<file path="src/rtl/burst_split_pkg.sv">
package burst_split_pkg;

    typedef enum logic [0:0] {
        ST_IDLE  = 1'b0,
        ST_ISSUE = 1'b1
    } split_state_e;

    localparam logic [1:0]  BURST_INCR      = 2'b01;
    localparam int unsigned PAGE_BYTES      = 4096;
    localparam int unsigned LEN_FIELD_BEATS = 256;

endpackage

</file>
<file path="src/rtl/burst_len_calc.sv">
module burst_len_calc
    import burst_split_pkg::*;
#(
    parameter int unsigned CNT_W      = 16,
    parameter int unsigned DATA_BYTES = 8,
    parameter int unsigned MAX_BEATS  = 128
) (
    input  logic [11-$clog2(DATA_BYTES):0] beat_in_page,
    input  logic [CNT_W-1:0]               rem_beats,
    output logic [8:0]                     burst_beats
);

    localparam int unsigned PAGE_BEATS = PAGE_BYTES / DATA_BYTES;
    localparam int unsigned WIDTH_CAP  = (PAGE_BEATS < LEN_FIELD_BEATS) ? PAGE_BEATS : LEN_FIELD_BEATS;
    localparam int unsigned EFF_MAX    = (MAX_BEATS < WIDTH_CAP) ? MAX_BEATS : WIDTH_CAP;
    localparam int unsigned CW         = ((CNT_W > 13) ? CNT_W : 13) + 1;

    logic [CW-1:0] to_page_end;
    logic [CW-1:0] rem_ext;
    logic [CW-1:0] limit;
    logic [CW-1:0] chosen;

    // Beats between the current address and the next 4 KB boundary.
    assign to_page_end = CW'(PAGE_BEATS) - CW'(beat_in_page);
    assign rem_ext     = CW'(rem_beats);

    generate
        if (EFF_MAX >= PAGE_BEATS) begin : g_page_bound
            // The page distance never exceeds the cap, so it alone bounds the burst.
            assign limit = to_page_end;
        end else begin : g_param_bound
            logic [CW-1:0] cap_ext;
            assign cap_ext = CW'(EFF_MAX);
            assign limit   = (cap_ext < to_page_end) ? cap_ext : to_page_end;
        end
    endgenerate

    always_comb begin
        chosen      = (rem_ext < limit) ? rem_ext : limit;
        burst_beats = 9'(chosen);
    end

endmodule

</file>
<file path="src/rtl/burst_seq_ctrl.sv">
module burst_seq_ctrl
    import burst_split_pkg::*;
#(
    parameter int unsigned ADDR_W   = 32,
    parameter int unsigned CNT_W    = 16,
    parameter int unsigned SIZE_LOG = 3
) (
    input  logic              clk,
    input  logic              rst_n,
    input  logic              req_valid,
    input  logic [ADDR_W-1:0] req_addr,
    input  logic [CNT_W-1:0]  req_beats,
    output logic              req_ready,
    input  logic              ax_ready,
    output logic              ax_valid,
    input  logic [8:0]        burst_beats,
    output logic [ADDR_W-1:0] cur_addr,
    output logic [CNT_W-1:0]  cur_rem,
    output logic              done
);

    typedef struct packed {
        split_state_e      state;
        logic [ADDR_W-1:0] addr;
        logic [CNT_W-1:0]  rem;
        logic              done;
    } seq_t;

    seq_t s_d, s_q;

    logic [ADDR_W-1:0] step_bytes_d;
    logic [CNT_W-1:0]  step_beats_d;

    always_comb begin
        s_d          = s_q;
        s_d.done     = 1'b0;
        step_beats_d = CNT_W'(burst_beats);
        step_bytes_d = ADDR_W'(burst_beats) << SIZE_LOG;
        case (s_q.state)
            ST_IDLE: begin
                if (req_valid) begin
                    s_d.addr = req_addr;
                    s_d.rem  = req_beats;
                    if (req_beats == '0) begin
                        s_d.done = 1'b1;
                    end else begin
                        s_d.state = ST_ISSUE;
                    end
                end
            end
            ST_ISSUE: begin
                if (ax_ready) begin
                    s_d.addr = s_q.addr + step_bytes_d;
                    s_d.rem  = s_q.rem - step_beats_d;
                    if (s_q.rem == step_beats_d) begin
                        s_d.state = ST_IDLE;
                        s_d.done  = 1'b1;
                    end
                end
            end
            default: s_d.state = ST_IDLE;
        endcase
    end

    always_ff @(posedge clk or negedge rst_n) begin
        if (!rst_n) begin
            s_q <= '0;
        end else begin
            s_q <= s_d;
        end
    end

    assign req_ready = (s_q.state == ST_IDLE);
    assign ax_valid  = (s_q.state == ST_ISSUE);
    assign cur_addr  = s_q.addr;
    assign cur_rem   = s_q.rem;
    assign done      = s_q.done;

    // while busy the remaining count only shrinks; no new request reloads it.
    a_r2_busy_no_reload: assert property (@(posedge clk) disable iff (!rst_n)
        (s_q.state == ST_ISSUE) |=> (s_q.rem <= $past(s_q.rem)));

    // an empty request finishes at once without entering the issue state.
    a_r10_empty_request: assert property (@(posedge clk) disable iff (!rst_n)
        ((s_q.state == ST_IDLE) && req_valid && (req_beats == '0)) |=> (s_q.done && (s_q.state == ST_IDLE)));

endmodule

</file>
<file path="src/rtl/axi_burst_splitter.sv">
module axi_burst_splitter
    import burst_split_pkg::*;
#(
    parameter int unsigned ADDR_W     = 32,
    parameter int unsigned CNT_W      = 16,
    parameter int unsigned DATA_BYTES = 8,
    parameter int unsigned MAX_BEATS  = 128
) (
    input  logic              clk,
    input  logic              rst_n,
    input  logic              req_valid,
    output logic              req_ready,
    input  logic [ADDR_W-1:0] req_addr,
    input  logic [CNT_W-1:0]  req_beats,
    output logic              ax_valid,
    input  logic              ax_ready,
    output logic [ADDR_W-1:0] ax_addr,
    output logic [7:0]        ax_len,
    output logic [2:0]        ax_size,
    output logic [1:0]        ax_burst,
    output logic              done
);

    localparam int unsigned SIZE_LOG   = $clog2(DATA_BYTES);
    localparam int unsigned PAGE_BEATS = PAGE_BYTES / DATA_BYTES;
    localparam int unsigned WIDTH_CAP  = (PAGE_BEATS < LEN_FIELD_BEATS) ? PAGE_BEATS : LEN_FIELD_BEATS;
    localparam int unsigned EFF_MAX    = (MAX_BEATS < WIDTH_CAP) ? MAX_BEATS : WIDTH_CAP;

    logic [ADDR_W-1:0] cur_addr;
    logic [CNT_W-1:0]  cur_rem;
    logic [8:0]        burst_beats;

    burst_seq_ctrl #(
        .ADDR_W  (ADDR_W),
        .CNT_W   (CNT_W),
        .SIZE_LOG(SIZE_LOG)
    ) u_ctrl (
        .clk        (clk),
        .rst_n      (rst_n),
        .req_valid  (req_valid),
        .req_addr   (req_addr),
        .req_beats  (req_beats),
        .req_ready  (req_ready),
        .ax_ready   (ax_ready),
        .ax_valid   (ax_valid),
        .burst_beats(burst_beats),
        .cur_addr   (cur_addr),
        .cur_rem    (cur_rem),
        .done       (done)
    );

    burst_len_calc #(
        .CNT_W     (CNT_W),
        .DATA_BYTES(DATA_BYTES),
        .MAX_BEATS (MAX_BEATS)
    ) u_len (
        .beat_in_page(cur_addr[11:SIZE_LOG]),
        .rem_beats   (cur_rem),
        .burst_beats (burst_beats)
    );

    assign ax_addr  = cur_addr;
    assign ax_len   = 8'(burst_beats - 9'd1);
    assign ax_size  = 3'(SIZE_LOG);
    assign ax_burst = BURST_INCR;

    // Byte offset, inside the 4 KB page, one past the last byte of the burst.
    logic [13:0] span_end;
    assign span_end = 14'(ax_addr[11:0]) + ((14'(ax_len) + 14'd1) << SIZE_LOG);

    // the length never exceeds the effective maximum.
    a_r3_len_cap: assert property (@(posedge clk) disable iff (!rst_n)
        ax_valid |-> ((32'(ax_len) + 32'd1) <= EFF_MAX));

    // a burst stays inside its 4 KB page.
    a_r4_no_page_cross: assert property (@(posedge clk) disable iff (!rst_n)
        ax_valid |-> (span_end <= 14'd4096));

    // the next burst begins where the accepted one ended.
    a_r6_addr_step: assert property (@(posedge clk) disable iff (!rst_n)
        (ax_valid && ax_ready) |=>
            (!ax_valid || (ax_addr == ($past(ax_addr) + ((ADDR_W'($past(ax_len)) + ADDR_W'(1)) << SIZE_LOG)))));

    // a stalled address beat holds its content.
    a_r8_hold_on_stall: assert property (@(posedge clk) disable iff (!rst_n)
        (ax_valid && !ax_ready) |=> (ax_valid && $stable(ax_addr) && $stable(ax_len)));

    // done follows only a final handshake or an empty request.
    a_r9_done_cause: assert property (@(posedge clk) disable iff (!rst_n)
        done |-> ($past(ax_valid && ax_ready) || $past(req_valid && req_ready && (req_beats == '0))));

endmodule

</file>
<file path="config.mk">
export PLATFORM = sky130hd
export DESIGN_NAME = axi_burst_splitter
export DESIGN_NICKNAME = d
export VERILOG_FILES = /design/src/rtl/burst_split_pkg.sv /design/src/rtl/burst_len_calc.sv /design/src/rtl/burst_seq_ctrl.sv /design/src/rtl/axi_burst_splitter.sv
export SDC_FILE = /design/constraint.sdc
export NUM_CORES = 1
export LEC_CHECK = 0
export BUFFER_PORTS_ARGS = -buffer_cell sky130_fd_sc_hd__clkbuf_2
export CORE_MARGIN = 3
export CORE_UTILIZATION = 50
export DETAILED_ROUTE_END_ITERATION = 7
export GPL_ROUTABILITY_DRIVEN = 0
export HOLD_SLACK_MARGIN = 0.15
export PLACE_DENSITY = 0.78
export SYNTH_ARGS = -nofsm -noshare
export SYNTH_HDL_FRONTEND = slang
export SYNTH_HIERARCHICAL = 1
export SYNTH_SLANG_ARGS = --single-unit
</file>
<file path="constraint.sdc">
create_clock -name clk -period 5.82 [get_ports clk]
set_input_delay 1.746 -clock clk [delete_from_list [all_inputs] [get_ports clk]]
set_output_delay 1.746 -clock clk [all_outputs]
set_load 0.005 [all_outputs]
</file>
# Word-level counts from Yosys, hierarchy flattened
# Cells that the tools add are included.
[word_totals] register_bits=50 inputBits=52 output_inout_bits=48 word_cells=25
[classes] add_sub_neg=4 n_lt_le_gt_ge=2 n_eq_ne=3 n_mux=9 bitwise=1 n_reduce_logical=2
[ops] cell="two-way mux 50 bit" n=2
[ops] cell="one-hot mux 50 bit (2 select lines)" n=1
[ops] cell="adder 32 x 12 -> 32 bit" n=1
[ops] cell="< comparator 16 x 17 -> 1 bit" n=1
[ops] cell="< comparator 8 x 17 -> 1 bit (first input constant)" n=1
[ops] cell="two-way mux 17 bit" n=1
[ops] cell="equality test 16 x 9 -> 1 bit" n=1
[ops] cell="logical NOT 16 bit" n=1
[ops] cell="subtractor 16 x 9 -> 16 bit" n=1
[ops] cell="subtractor 10 x 9 -> 11 bit (first input constant)" n=1
[ops] cell="two-way mux 9 bit" n=1
[ops] cell="subtractor 8 x 1 -> 8 bit (second input constant)" n=1
[ops] cell="two-way mux 1 bit" n=4
[ops] cell="inequality test 2 bit (second input constant)" n=2
[ops] cell="AND reduction 2 bit" n=1
[ops] cell="inverter 1 bit" n=1

# Longest topological paths before layout
[depth] depth_word=9 ltp_mapped=25 mapped_depth_nobuf=24

# By module
# Netlist, hierarchy kept.
[by_module_without_submodules] module="burst_seq_ctrl" instances=1 cells_per_inst=387 area_per_inst_um2=3362.0 seq_area_each_um2=1251.2
[by_module_without_submodules] module="burst_len_calc" instances=1 cells_per_inst=96 area_per_inst_um2=640.6 seq_area_each_um2=0.0
[by_module_without_submodules] module="axi_burst_splitter" instances=1 cells_per_inst=25 area_per_inst_um2=191.4 seq_area_each_um2=0.0

# Worst setup path before layout
# OpenSTA, ideal clock, no wires.
[synth_timing] kind="register to output" startpoint="register u_ctrl.s_q, in the netlist u_ctrl/cur_addr[4]" endpoint="output port ax_len[4]" arrival_time_ns=4.118 t_required_ns=4.074 setup_slack_ns=-0.044 stages_incl_launch_ff=21 n_path_buf=2 path_cell_list="dfrtp_1 > or2_1 > buf_2 > or4_4 > a2111oi_2 > a211o_2 > a31oi_4 > nand2b_1 > ha_1 > nand2_1 > nor4_1 > o31ai_1 > and3_1 > clkbuf_1 > nand2_1 > nand2_1 > inv_1 > ha_1 > nand2b_4 > nor2_1 > xor2_1"
[synth_between] elab_chain_cells=6
[synth_lines] item="from (decl)" line="burst_seq_ctrl.sv:29" source="seq_t s_d, s_q;"
[synth_lines] item="from (signal assigned)" line="burst_seq_ctrl.sv:67" source="s_q <= '0;"
[synth_lines] item="from (signal assigned)" line="burst_seq_ctrl.sv:69" source="s_q <= s_d;"
[synth_lines] item="subtractor 10 x 9 -> 11 bit (*)" line="burst_len_calc.sv:24" source="assign to_page_end = CW'(PAGE_BEATS) - CW'(beat_in_page);"
[synth_lines] item="< comparator 8 x 17 -> 1 bit" line="burst_len_calc.sv:34" source="assign limit = (cap_ext < to_page_end) ? cap_ext : to_page_end;"
[synth_lines] item="two-way mux 17 bit (*)" line="burst_len_calc.sv:34"
[synth_lines] item="< comparator 16 x 17 -> 1 bit" line="burst_len_calc.sv:39" source="chosen = (rem_ext < limit) ? rem_ext : limit;"
[synth_lines] item="two-way mux 9 bit (*)" line="burst_len_calc.sv:39"
[synth_lines] item="via burst_beats[0]" line="axi_burst_splitter.sv:31" source="logic [8:0] burst_beats;"
[synth_lines] item="subtractor 8 x 1 -> 8 bit (*)" line="axi_burst_splitter.sv:63" source="assign ax_len = 8'(burst_beats - 9'd1);"
[synth_lines] item="to (decl)" line="axi_burst_splitter.sv:18" source="output logic [7:0] ax_len,"
# Mark *: on every way through the listed nets, which the timed path passes. The rest lies on a longest branch.

# Worst setup path in the final report
[layout_timing] startpoint="register u_ctrl.s_q, in the netlist u_ctrl/cur_addr[4]" endpoint="output port ax_len[7]"
# Same word-level chain as after synthesis.

==> summary.txt <==
Drt
  – Vias/cell: 6.418
  – DR WL/cell: about 19 um
  – Vias: 4679
  – Iteration-0 DRC Markers: 482
  – Total wire length: 14070 um
  – Post-DRT Antenna Nets: 0
  – First-pass DRT Iterations: 5
  – Drt drc: 0

Setup path
  – Startpoint class of the critical path: register
  – R2R depth: 26
  – Worst R2R End: u_ctrl/cur_addr[17]$_DFFE_PN0P_
  – WP data required: 4.07 ns
  – FF-to-FF setup slack: about 0.1 ns
  – Worst-path maximum fanout: 7
  – Reg2reg start: u_ctrl/cur_addr[4]$_DFFE_PN0P_
  – CP endpoint kind: output port
  – CP arrival: ~4.4 ns
  – Crit Path Class: register to output port

Clocking
  – Post-CTS Hold Fix Bufs: 0
  – Clock Path Buffers: 2
  – CTS sink cnt: 50
  – Clock Pin Slew Worst Setup and Hold Paths: approximately 0.11 ns
  – CTS Buf Count: 5
  – Clk root buf: clkbuf_8
  – CTS H-tree lvls: 2
  – Worst-Skew Late Latency: 0.32 ns
  – TritonCTS clock tree: done

Timing
  – Achievable Freq: about 160 MHz
  – Setup_tns: -2.017 ns
  – Skew final: roughly 0.017 ns
  – Final Slew Violations: 0
  – Final Hold Fails: 0
  – Final WS setup: -0.3618 ns
  – Worst Tran Pin Value: approximately 0.94 ns
  – RSZ-0062 raised after global routing: true
  – Final setup violation count: 7
  – Period utilization: 106.2%
  – Rel. slew slack: 36.53%
  – Post-layout min period: 6.182 ns

Min path
  – WHS Endpoint: u_ctrl/cur_addr[0]$_DFFE_PN0P_
  – Hold depth: 2
  – Min-delay src: u_ctrl/cur_addr[0]$_DFFE_PN0P_
  – Hold Crit Class: register to register

Yosys
  – Post-Synthesis Cells: 508
  – YS warnings: 6
  – Avg Cell Area, Syn: between 8 and 9 um^2
  – Main synth FF type: dfrtp_1
  – Async set-reset flop share out of synthesis: between 90% and 100%
  – Distinct cells, synth: 69
  – Synth Register Bits: 50
  – EDFF count, synth: 0
  – Register area share after synthesis: 29.83%
  – Post-Syn Area: 0.004194 mm^2

Layout
  – Filler instances: 616
  – Ant diodes: 0
  – Combined area of the multi-input logic cells: 0.003094 mm^2
  – Area grow syn2layout: 29.86%
  – Post-layout util: 68.70%
  – Ratio of cells with drive above 1 in the final layout: between 30 and 40%
  – Reg area: approximately 0.0013 mm^2
  – Total Nets Final: ~700

Flow run
  – Max-Cap Viols: 0

Run status
  – Status: finished, violations left
  – Violated checks: setup timing

Place
  – Number of port buffers: 94
  – Worst slack at placement: -0.2617 ns
  – Detail Placement HPWL: 9259 um

Power and ir drop
  – Lkg Pwr: ~2.5 nW
  – VDD IR-drop max: ~0.00029 V
  – PwrDens: ~610 mW/mm^2

GRT
  – Total track usage: approximately 27%
  – Largest net degree at the start of global routing: a little over 50
  – Initial antenna violation count: 0
  – Vias in the first global route: roughly 4400
  – Grt ovf: 0
  – Global-route wire length before repair: 21500 um

Floorplan
  – Die width: roughly 98 um
  – Row Count: 32
  – IO Pins: 100
  – Die ar.: around 0.0095 mm^2
  – Core Region: between 0.007 and 0.008 mm^2
  – Starting Density: between 50% and 60%
  – Die Ht: approximately 98 um
cells by family (layout without fill, tap and decap cells):
logic type | count (synthesis) | after routing | synth area share [%]
compound gates | 143 | 143 | 24.94
xor+xnor | 18 | 18 | 3.759
fa+ha+maj | 31 | 31 | 9.606
buf+inv | 50 | 165 | 5.012
flops | 50 | 50 | 29.83
mux | 4 | 4 | 0.9845
other cells | 3 | 7 | 0.2685
simple gates | 209 | 209 | 25.60
Yosys cell counts, drive strengths merged, types with 3 or more instances:
cell type  count  area share, %
nor2          29            2.6
mux2i          3           0.72
or4            7            1.4
o211ai        15            2.7
a211o          3           0.66
a31oi          5            1.1
a22oi         17            3.0
nand3         25            3.1
buf            8            1.2
nand4          6           0.90
or2            3           0.45
and3          11            1.6
o31ai          4           0.72
a221o         13            3.1
o311ai         7            1.5
nand2b        14            2.3
nor4          10            1.8
conb           3           0.27
dfrtp         50             30
clkbuf        16            1.5
a21oi         19            2.3
nor2b          6           0.90
ha            29            8.7
inv           26            2.3
nor3          12            1.6
and2           6           0.92
o21ai         28            3.4
nand2         70            6.3
xnor2          9            1.9
a21o           4           0.75
o21a           4           0.72
o31a           3           0.63
xor2           9            1.9
a211oi         8            1.6
or3            6           0.90
registers in the layout, indices dropped and copies added (netlist names):
register	flops
u_ctrl/done	1
u_ctrl/cur_addr	32
u_ctrl/ax_valid	1
u_ctrl/cur_rem	16
metrics by stage:
step                power, mW  cell area, um^2  instances  hold slack [ns]
floorplan               1.925             4222        512           0.4697
global placement        2.445             4867        704           0.4578
detailed placement      2.524             4867        704           0.4684
CTS                     3.000             5273        723           0.4942
global route            3.524             5446        729           0.5432
finish                  3.308             5446        729           0.4873
worst max-delay path by stage:
stage | start | end | slack [ns] | depth (start not counted)
final | u_ctrl/cur_addr[4]$_DFFE_PN0P_ | ax_len[7] | -0.36 | 20
after global routing | u_ctrl/cur_addr[4]$_DFFE_PN0P_ | ax_len[7] | -0.49 | 19
after CTS | u_ctrl/cur_addr[6]$_DFFE_PN0P_ | ax_len[7] | -0.14 | 18
after detailed placement | u_ctrl/cur_addr[4]$_DFFE_PN0P_ | ax_len[6] | -0.26 | 21
after global placement | u_ctrl/cur_addr[4]$_DFFE_PN0P_ | ax_len[6] | 0.03 | 19
after floorplan | u_ctrl/cur_addr[4]$_DFFE_PN0P_ | ax_len[4] | 0.02 | 20
routing by layer:
| metal | GRT usage, % | up-vias | share of wire [%] |
|---|---|---|---|
| met5 | 0 | - | 0 |
| met4 | 9.585 | 0 | 3.2 |
| met3 | 2.943 | 44 | 7.0 |
| met2 | 46.86 | 228 | 50 |
| met1 | 34.91 | 2287 | 40 |
| li1 | - | 2120 | - |
power breakdown:
| group | switching, mW | internal (mW) |
|---|---|---|
| registers | 0.201 | 0.476 |
| clock network | 0.137 | 0.131 |
| logic | 1.28 | 1.08 |
placed cells by master (no fill, tap or decap), types with 10 or more instances in the layout:
cell       n
o211ai_1  15
buf_4     34
nand2_1   63
a22oi_1   17
and3_1    10
dfrtp_1   50
a21oi_1   16
clkbuf_2  91
nor2_1    25
nor3_1    11
ha_1      22
inv_1     21
nand3_1   21
a221o_1   13
o21ai_0   20
layout make-up:
class | instances | area share (%)
sequential | 50 | 22.97
clock inverter | 3 | 0.8730
timing repair buffer | 131 | 13.94
clock buffer | 5 | 1.263
multi-input combinational | 412 | 56.81
tap | 102 | 2.343
inverter | 26 | 1.792
worst max-delay path: stages, from the launching register on:
cell and delay [ns]:
dfrtp_1 0.42, or2_1 0.26, or4_4 0.51, a2111oi_4 0.41
a211o_2 0.22, a31oi_4 0.11, nand2b_4 0.19, ha_4 0.30
buf_6 0.10, a21oi_4 0.05, o21ai_1 0.10, nand2_1 0.13
buf_4 0.17, and3_4 0.21, nand2_4 0.08, o21ai_4 0.07
buf_6 0.12, nor3_4 0.22, nand3_2 0.13, xnor2_2 0.17
clkbuf_2 0.14
what timing repair did:
action,in CTS,in global routing
pin swaps,24,25
setup endpoints to repair,9,24
resized for setup,41,33
buffers inserted,12,6
(Power assumes the default switching activity.)
